**src/rtl/stack_seq_pkg.sv**
```systemverilog
package stack_seq_pkg;

   typedef enum logic [2:0] {
      OP_NONE = 3'd0,
      OP_CALL = 3'd1,
      OP_RET  = 3'd2,
      OP_RST  = 3'd3,
      OP_PUSH = 3'd4,
      OP_POP  = 3'd5
   } stk_op_e;

   // A command is accepted only for one of the five defined codes
   function automatic logic op_known(input logic [2:0] code);
      return (code >= 3'd1) && (code <= 3'd5);
   endfunction

   // Store-type commands move a word onto the stack (downward)
   function automatic logic op_stores(input stk_op_e op);
      return (op == OP_CALL) || (op == OP_RST) || (op == OP_PUSH);
   endfunction

endpackage

```
**src/rtl/stk_step_ctrl.sv**
```systemverilog
module stk_step_ctrl #(
   parameter int NBYTES = 2,
   parameter int STEP_W = 1
) (
   input  logic              clk,
   input  logic              rst_n,
   input  logic              start,
   output logic              busy,
   output logic [STEP_W-1:0] step,
   output logic              last,
   output logic              done
);

   logic              run_q;
   logic [STEP_W-1:0] step_q;
   logic              done_q;

   generate
      if (NBYTES < 1) begin : g_bad_nbytes
         $error("stk_step_ctrl: NBYTES must be at least 1");
      end
      if ((2 ** STEP_W) < NBYTES) begin : g_bad_step_w
         $error("stk_step_ctrl: STEP_W too narrow for NBYTES");
      end
   endgenerate

   assign busy = run_q;
   assign step = step_q;
   assign last = run_q && (step_q == STEP_W'(NBYTES - 1));
   assign done = done_q;

   always_ff @(posedge clk or negedge rst_n) begin
      if (!rst_n) begin
         run_q  <= 1'b0;
         step_q <= '0;
         done_q <= 1'b0;
      end else begin
         done_q <= 1'b0;
         if (!run_q) begin
            if (start) begin
               run_q  <= 1'b1;
               step_q <= '0;
            end
         end else if (last) begin
            run_q  <= 1'b0;
            step_q <= '0;
            done_q <= 1'b1;
         end else begin
            step_q <= step_q + STEP_W'(1);
         end
      end
   end

   AST_DONE_IS_PULSE: assert property (@(posedge clk) disable iff (!rst_n)
      done |=> !done) else $error("done longer than one cycle");

   AST_DONE_ENDS_RUN: assert property (@(posedge clk) disable iff (!rst_n)
      done |-> !busy && $past(busy)) else $error("done not after run");

endmodule

```
**src/rtl/stk_addr_calc.sv**
```systemverilog
module stk_addr_calc #(
   parameter int AW     = 16,
   parameter int DW     = 8,
   parameter int NBYTES = 2,
   parameter int STEP_W = 1
) (
   input  logic [AW-1:0]     sp_base,
   input  logic              store,
   input  logic [STEP_W-1:0] step,
   input  logic [AW-1:0]     word,
   output logic [AW-1:0]     addr,
   output logic [DW-1:0]     wdata,
   output logic [AW-1:0]     sp_next
);

   logic [DW-1:0]     lane [NBYTES];
   logic [STEP_W-1:0] sel;

   // Split the word to be stored into byte lanes, lane 0 least significant
   genvar gi;
   generate
      for (gi = 0; gi < NBYTES; gi++) begin : g_lane
         assign lane[gi] = word[gi*DW +: DW];
      end
   endgenerate

   // Stores go from the top lane down, loads from lane 0 up
   assign sel   = STEP_W'(NBYTES - 1) - step;
   assign wdata = lane[sel];

   always_comb begin
      if (store) begin
         addr    = sp_base - AW'(step) - AW'(1);
         sp_next = sp_base - AW'(NBYTES);
      end else begin
         addr    = sp_base + AW'(step);
         sp_next = sp_base + AW'(NBYTES);
      end
   end

endmodule

```
**src/rtl/stk_pop_collect.sv**
```systemverilog
module stk_pop_collect #(
   parameter int AW     = 16,
   parameter int DW     = 8,
   parameter int NBYTES = 2,
   parameter int STEP_W = 1
) (
   input  logic              clk,
   input  logic              rst_n,
   input  logic              capture,
   input  logic [STEP_W-1:0] step,
   input  logic [DW-1:0]     rdata,
   output logic [AW-1:0]     word
);

   // The last lane is taken straight from the bus so the word is whole
   // in the final access cycle; earlier lanes are held in registers.
   genvar gi;
   generate
      for (gi = 0; gi < NBYTES; gi++) begin : g_lane
         if (gi == NBYTES - 1) begin : g_live
            assign word[gi*DW +: DW] = rdata;
         end else begin : g_held
            logic [DW-1:0] lane_q;
            always_ff @(posedge clk or negedge rst_n) begin
               if (!rst_n) begin
                  lane_q <= '0;
               end else if (capture && (step == STEP_W'(gi))) begin
                  lane_q <= rdata;
               end
            end
            assign word[gi*DW +: DW] = lane_q;
         end
      end
   endgenerate

endmodule

```
**src/rtl/stack_seq_unit.sv**
```systemverilog
module stack_seq_unit
   import stack_seq_pkg::*;
#(
   parameter int AW        = 16,
   parameter int DW        = 8,
   parameter int VEC_IDX_W = 3,
   parameter int VEC_SHIFT = 3
) (
   input  logic                 clk,
   input  logic                 rst_n,
   input  logic                 cmd_valid,
   input  logic [2:0]           cmd_op,
   input  logic [VEC_IDX_W-1:0] cmd_vec,
   input  logic [AW-1:0]        sp_in,
   input  logic [AW-1:0]        pc_in,
   input  logic [AW-1:0]        pair_in,
   input  logic [AW-1:0]        target_in,
   output logic                 mem_we,
   output logic                 mem_re,
   output logic [AW-1:0]        mem_addr,
   output logic [DW-1:0]        mem_wdata,
   input  logic [DW-1:0]        mem_rdata,
   output logic                 busy,
   output logic                 done,
   output logic [AW-1:0]        sp_out,
   output logic [AW-1:0]        pc_out,
   output logic [AW-1:0]        pair_out
);

   localparam int NBYTES = AW / DW;
   localparam int STEP_W = (NBYTES > 1) ? $clog2(NBYTES) : 1;

   generate
      if ((AW % DW) != 0) begin : g_bad_ratio
         $error("stack_seq_unit: AW must be a multiple of DW");
      end
      if (NBYTES < 2) begin : g_bad_nbytes
         $error("stack_seq_unit: a word must span at least two bytes");
      end
      if ((VEC_IDX_W + VEC_SHIFT) > AW) begin : g_bad_vec
         $error("stack_seq_unit: restart vector does not fit the address");
      end
   endgenerate

   // Operands captured at acceptance
   stk_op_e     op_q;
   logic [AW-1:0] sp_q, pc_q, pair_q, dest_q;

   logic              start, last, store;
   logic [STEP_W-1:0] step;
   logic [AW-1:0]     push_word, pop_word, sp_next, addr;
   logic [DW-1:0]     wdata;

   assign start     = cmd_valid && !busy && op_known(cmd_op);
   assign store     = op_stores(op_q);
   assign push_word = (op_q == OP_PUSH) ? pair_q : pc_q;

   always_ff @(posedge clk or negedge rst_n) begin
      if (!rst_n) begin
         op_q   <= OP_NONE;
         sp_q   <= '0;
         pc_q   <= '0;
         pair_q <= '0;
         dest_q <= '0;
      end else if (start) begin
         op_q   <= stk_op_e'(cmd_op);
         sp_q   <= sp_in;
         pc_q   <= pc_in;
         pair_q <= pair_in;
         dest_q <= (stk_op_e'(cmd_op) == OP_RST) ? (AW'(cmd_vec) << VEC_SHIFT) : target_in;
      end
   end

   stk_step_ctrl #(
      .NBYTES (NBYTES),
      .STEP_W (STEP_W)
   ) u_ctrl (
      .clk   (clk),
      .rst_n (rst_n),
      .start (start),
      .busy  (busy),
      .step  (step),
      .last  (last),
      .done  (done)
   );

   stk_addr_calc #(
      .AW     (AW),
      .DW     (DW),
      .NBYTES (NBYTES),
      .STEP_W (STEP_W)
   ) u_addr (
      .sp_base (sp_q),
      .store   (store),
      .step    (step),
      .word    (push_word),
      .addr    (addr),
      .wdata   (wdata),
      .sp_next (sp_next)
   );

   stk_pop_collect #(
      .AW     (AW),
      .DW     (DW),
      .NBYTES (NBYTES),
      .STEP_W (STEP_W)
   ) u_collect (
      .clk     (clk),
      .rst_n   (rst_n),
      .capture (mem_re),
      .step    (step),
      .rdata   (mem_rdata),
      .word    (pop_word)
   );

   assign mem_we    = busy && store;
   assign mem_re    = busy && !store;
   assign mem_addr  = addr;
   assign mem_wdata = wdata;

   // Results are registered once, at the edge that ends the last access
   always_ff @(posedge clk or negedge rst_n) begin
      if (!rst_n) begin
         sp_out   <= '0;
         pc_out   <= '0;
         pair_out <= '0;
      end else if (last) begin
         sp_out <= sp_next;
         unique case (op_q)
            OP_CALL, OP_RST: begin
               pc_out   <= dest_q;
               pair_out <= pair_q;
            end
            OP_RET: begin
               pc_out   <= pop_word;
               pair_out <= pair_q;
            end
            OP_POP: begin
               pc_out   <= pc_q;
               pair_out <= pop_word;
            end
            default: begin
               pc_out   <= pc_q;
               pair_out <= pair_q;
            end
         endcase
      end
   end

   AST_ONE_ACCESS: assert property (@(posedge clk) disable iff (!rst_n)
      !(mem_we && mem_re)) else $error("read and write together");

   AST_ACCESS_IN_RUN: assert property (@(posedge clk) disable iff (!rst_n)
      (mem_we || mem_re) |-> busy) else $error("access outside run");

   AST_STORE_DESCENDS: assert property (@(posedge clk) disable iff (!rst_n)
      (mem_we && $past(mem_we)) |-> (mem_addr == $past(mem_addr) - AW'(1)))
      else $error("store order broken");

   AST_LOAD_ASCENDS: assert property (@(posedge clk) disable iff (!rst_n)
      (mem_re && $past(mem_re)) |-> (mem_addr == $past(mem_addr) + AW'(1)))
      else $error("load order broken");

   AST_SP_DOWN: assert property (@(posedge clk) disable iff (!rst_n)
      (done && store) |-> (sp_out == sp_q - AW'(NBYTES)))
      else $error("stack pointer not lowered");

   AST_SP_UP: assert property (@(posedge clk) disable iff (!rst_n)
      (done && !store) |-> (sp_out == sp_q + AW'(NBYTES)))
      else $error("stack pointer not raised");

   AST_BAD_CODE_IDLE: assert property (@(posedge clk) disable iff (!rst_n)
      (!busy && cmd_valid && !op_known(cmd_op)) |=> !busy)
      else $error("unknown code started a run");

   AST_RUN_HOLDS_CMD: assert property (@(posedge clk) disable iff (!rst_n)
      (busy && $past(busy)) |-> ($stable(op_q) && $stable(sp_q)))
      else $error("operands changed mid-run");

endmodule

```
**config.mk**
```make
export PLATFORM = sky130hd
export DESIGN_NAME = stack_seq_unit
export DESIGN_NICKNAME = d
export VERILOG_FILES = /design/src/rtl/stack_seq_pkg.sv /design/src/rtl/stk_step_ctrl.sv /design/src/rtl/stk_addr_calc.sv /design/src/rtl/stk_pop_collect.sv /design/src/rtl/stack_seq_unit.sv
export SDC_FILE = /design/constraint.sdc
export NUM_CORES = 1
export LEC_CHECK = 0
export BUFFER_PORTS_ARGS = -buffer_cell sky130_fd_sc_hd__clkbuf_2
export CORE_UTILIZATION = 45
export CTS_BUF_LIST = sky130_fd_sc_hd__clkbuf_4
export CTS_CLUSTER_SIZE = 24
export DETAILED_ROUTE_END_ITERATION = 10
export GPL_ROUTABILITY_DRIVEN = 0
export PLACE_DENSITY = 0.71
export SLEW_MARGIN = 30
export SYNTH_ARGS = -nofsm -noshare
export SYNTH_HDL_FRONTEND = slang
export SYNTH_SLANG_ARGS = --single-unit
```
**constraint.sdc**
```tcl
create_clock -name clk -period 2.74 [get_ports clk]
set_input_delay 0.137 -clock clk [delete_from_list [all_inputs] [get_ports clk]]
set_output_delay 0.137 -clock clk [all_outputs]
set_load 0.05 [all_outputs]
```
==> impl_metrics.ini <==
[outcome]
status = finished, final reports clean

[grt]
grt_pass1_vias = 6154
antenna_found_initial = 0
grt.overflow.total = 0
grt_use_total_pct = 26.75
grt_max_degree = 83
grt_pass1_wl_mm = 30.73

[die]
core_area_sq_um = 14480
start_util_pct = 46.04
die_h_um = 123.7
ioPinCount = 157
rows = 44
dieWidth_um = 123.7
die-area_sq_um = 15310

[clock_tree]
htreeDepth = 4
clock_sinks = 126
cts_buffers = 17
clk-insertion-delay-late_ps = 550
cts_max_path_buffers = 2
cts_tree = built
path_clk_slew_ps = 110
clock-root-buffer = clkbuf_4

[sta]
fin_crit_sh_pct = 98.00
setup_ws_ps = 54.79
max-slew-margin-rel_pct = 50.14
rsz0062_at_grt = yes
hold_viol = 0
fin_skew_ps = 16.32
whs_ps = 41.87
min_period_ps = 2685
fmax_ghz = 0.3724
setup_violations = 0
final-max-slew-violation-count = 0
worst_pin_slew_ps = 747.9

[hold_path]
hold_path.class = in2reg
hp-start = cmd_op[1]

[finish]
final_nets = 974
drive_gt1_share_pct = 35.33
syn_to_final_growth_pct = 35.27
finalNonFillerCells = 1070
finish.utilization_pct = 62.28
n_antenna_cell = 0

[logic_synthesis]
synth_edf_count = 0
ys_seq_area_share_pct = 47.30
syn_area_sq_um = 6666
mappedNetlistNets = 734
ys_ff_latch = 126
yosysUniqueCellTypes = 64
syn_avg_cell_area_sq_um = 10.53
synth-async-reset-ratio_pct = 100.0
synth-main-ff-cell = dfrtp_1
post_synth_inst_count = 633
ys_warn_count = 0

[setup_path]
cp_data_arrival_time_ps = 2550
cp-start-kind = flop
crit_path_end_kind = output port
reg2reg_from = op_q[2]
cp_max_fo = 26
critPathLaunch = op_q[0]
crit_type = reg2out
required_ps = 2600

[place]
dp_cells = 957
dpl.hpwl_mm = 13.25
place_ws_ps = 71.81
io_buffers = 156

[drt]
drt_iter0_drc = 495
vias = 5967
first_pass_iters = 5
finalWirelength_mm = 19.47
postRouteAntennaNets = 0
wl_per_cell_um = 18.20
viasPerCell = 5.577
drc = 0

[flow_run]
maxCapViolations = 0
-- state kept, by name, summed over array words and instances (netlist names), 3 cells and up --
register	cells
pc_out	16
u_collect.g_lane.g_held.lane_q	8
op_q	3
pair_out	16
dest_q	16
sp_q	16
sp_out	16
pc_q	16
pair_q	16
-- routing by layer --
layer | wire length [um] | track usage [%] | share of wire, %
met1 | 7430 | 30.57 | 38
met2 | 10310 | 48.13 | 53
met3 | 1203 | 6.868 | 6.2
met4 | 522 | 9.262 | 2.7
met5 | 0 | 0 | 0
-- timing repair --
action / CTS / global route
pin swaps: 0 / 4
hold buffers: 79 / 0
resized for setup: 4 / 32
buffers inserted: 0 / 2
hold endpoints to repair: 167 / 0
endpoints found under the setup margin: 7 / 14
-- placed cells by master (no fill, tap or decap), types with 10 or more instances in the layout --
master / instances
dlygate4sd3_1: 79
ha_1: 19
nor2_1: 28
buf_4: 21
dfrtp_1: 120
a221oi_1: 17
o21ai_0: 48
mux2i_1: 20
mux2_2: 52
buf_12: 11
a21oi_1: 34
nand3_1: 17
clkbuf_4: 21
nor3_1: 10
nand2_1: 91
clkbuf_2: 145
-- cell families after synthesis --
logic type | synth area share (%)
buf+inv | 3.547
compound gates | 13.31
simple gates | 13.89
mux | 15.33
fa+ha+maj | 3.866
xor+xnor | 2.759
flops | 47.30
-- critical path, cell delays in order (launching register included) --
cell and delay (ps):
dfrtp_1 400, or3b_4 430, nand2_4 100, buf_12 180, nand3_1 170, o21ai_0 190
xor2_1 240, buf_2 300
-- path summary, 6_finish.rpt --
kind	to	slack [ps]	cells past startpoint
setup / recovery	mem_addr[4]	50	7
hold / removal	op_q[1]	40	3
setup reg to reg	sp_out[13]	130	10
hold reg to reg	sp_out[14]	490	2
max in group asynchronous	u_collect.g_lane[0].g_held.lane_q[4]	1850	3
min in group asynchronous	pc_q[8]	190	2
-- synth_stat cells (3+ instances only) --
cell type  number  area share (%)
dfrtp_1       126              47
nand2_1        92             5.2
mux2_2         52             8.8
o21ai_0        50             3.8
a21oi_1        35             2.6
nor2_1         31             1.7
clkbuf_1       20             1.1
mux2i_1        20             3.0
ha_1           19             3.6
a221oi_1       18             2.4
nand3_1        18             1.4
xnor2_1        12             1.6
buf_2          11            0.83
nor3_1         11            0.83
inv_1           9            0.51
xor2_1          9             1.2
mux4_2          8             2.7
o21ai_1         6            0.45
mux2_1          5            0.84
and2_1          4            0.38
and3_1          4            0.38
nand3b_1        4            0.45
o31ai_1         4            0.45
a21o_1          3            0.34
nand2b_1        3            0.28
nand4_1         3            0.28
nor2b_1         3            0.28
o2111ai_1       3            0.39
o21a_1          3            0.34
or3_1           3            0.28
-- final cells by class --
| type | instances | area, sq um |
|---|---|---|
| fill | 1177 | 5461 |
| clock buffer | 20 | 150.1 |
| inverter | 11 | 41.29 |
| clock inverter | 12 | 97.59 |
| sequential | 126 | 3161 |
| timing repair buffer | 259 | 1918 |
| tap | 184 | 230.2 |
| multi-input combinational | 458 | 3420 |
-- through the flow --
stage | TNS [ps] | cell area, sq um
floorplan | 0 | 6666
global placement | 0 | 7816
detailed placement | 0 | 7816
CTS | -5.593 | 8872
global route | -165.6 | 9017
finish | 0 | 9017
Power is left out: the tool's default activity adds up to more than one toggle a clock period on the data nets, which glitch-free logic cannot reach.
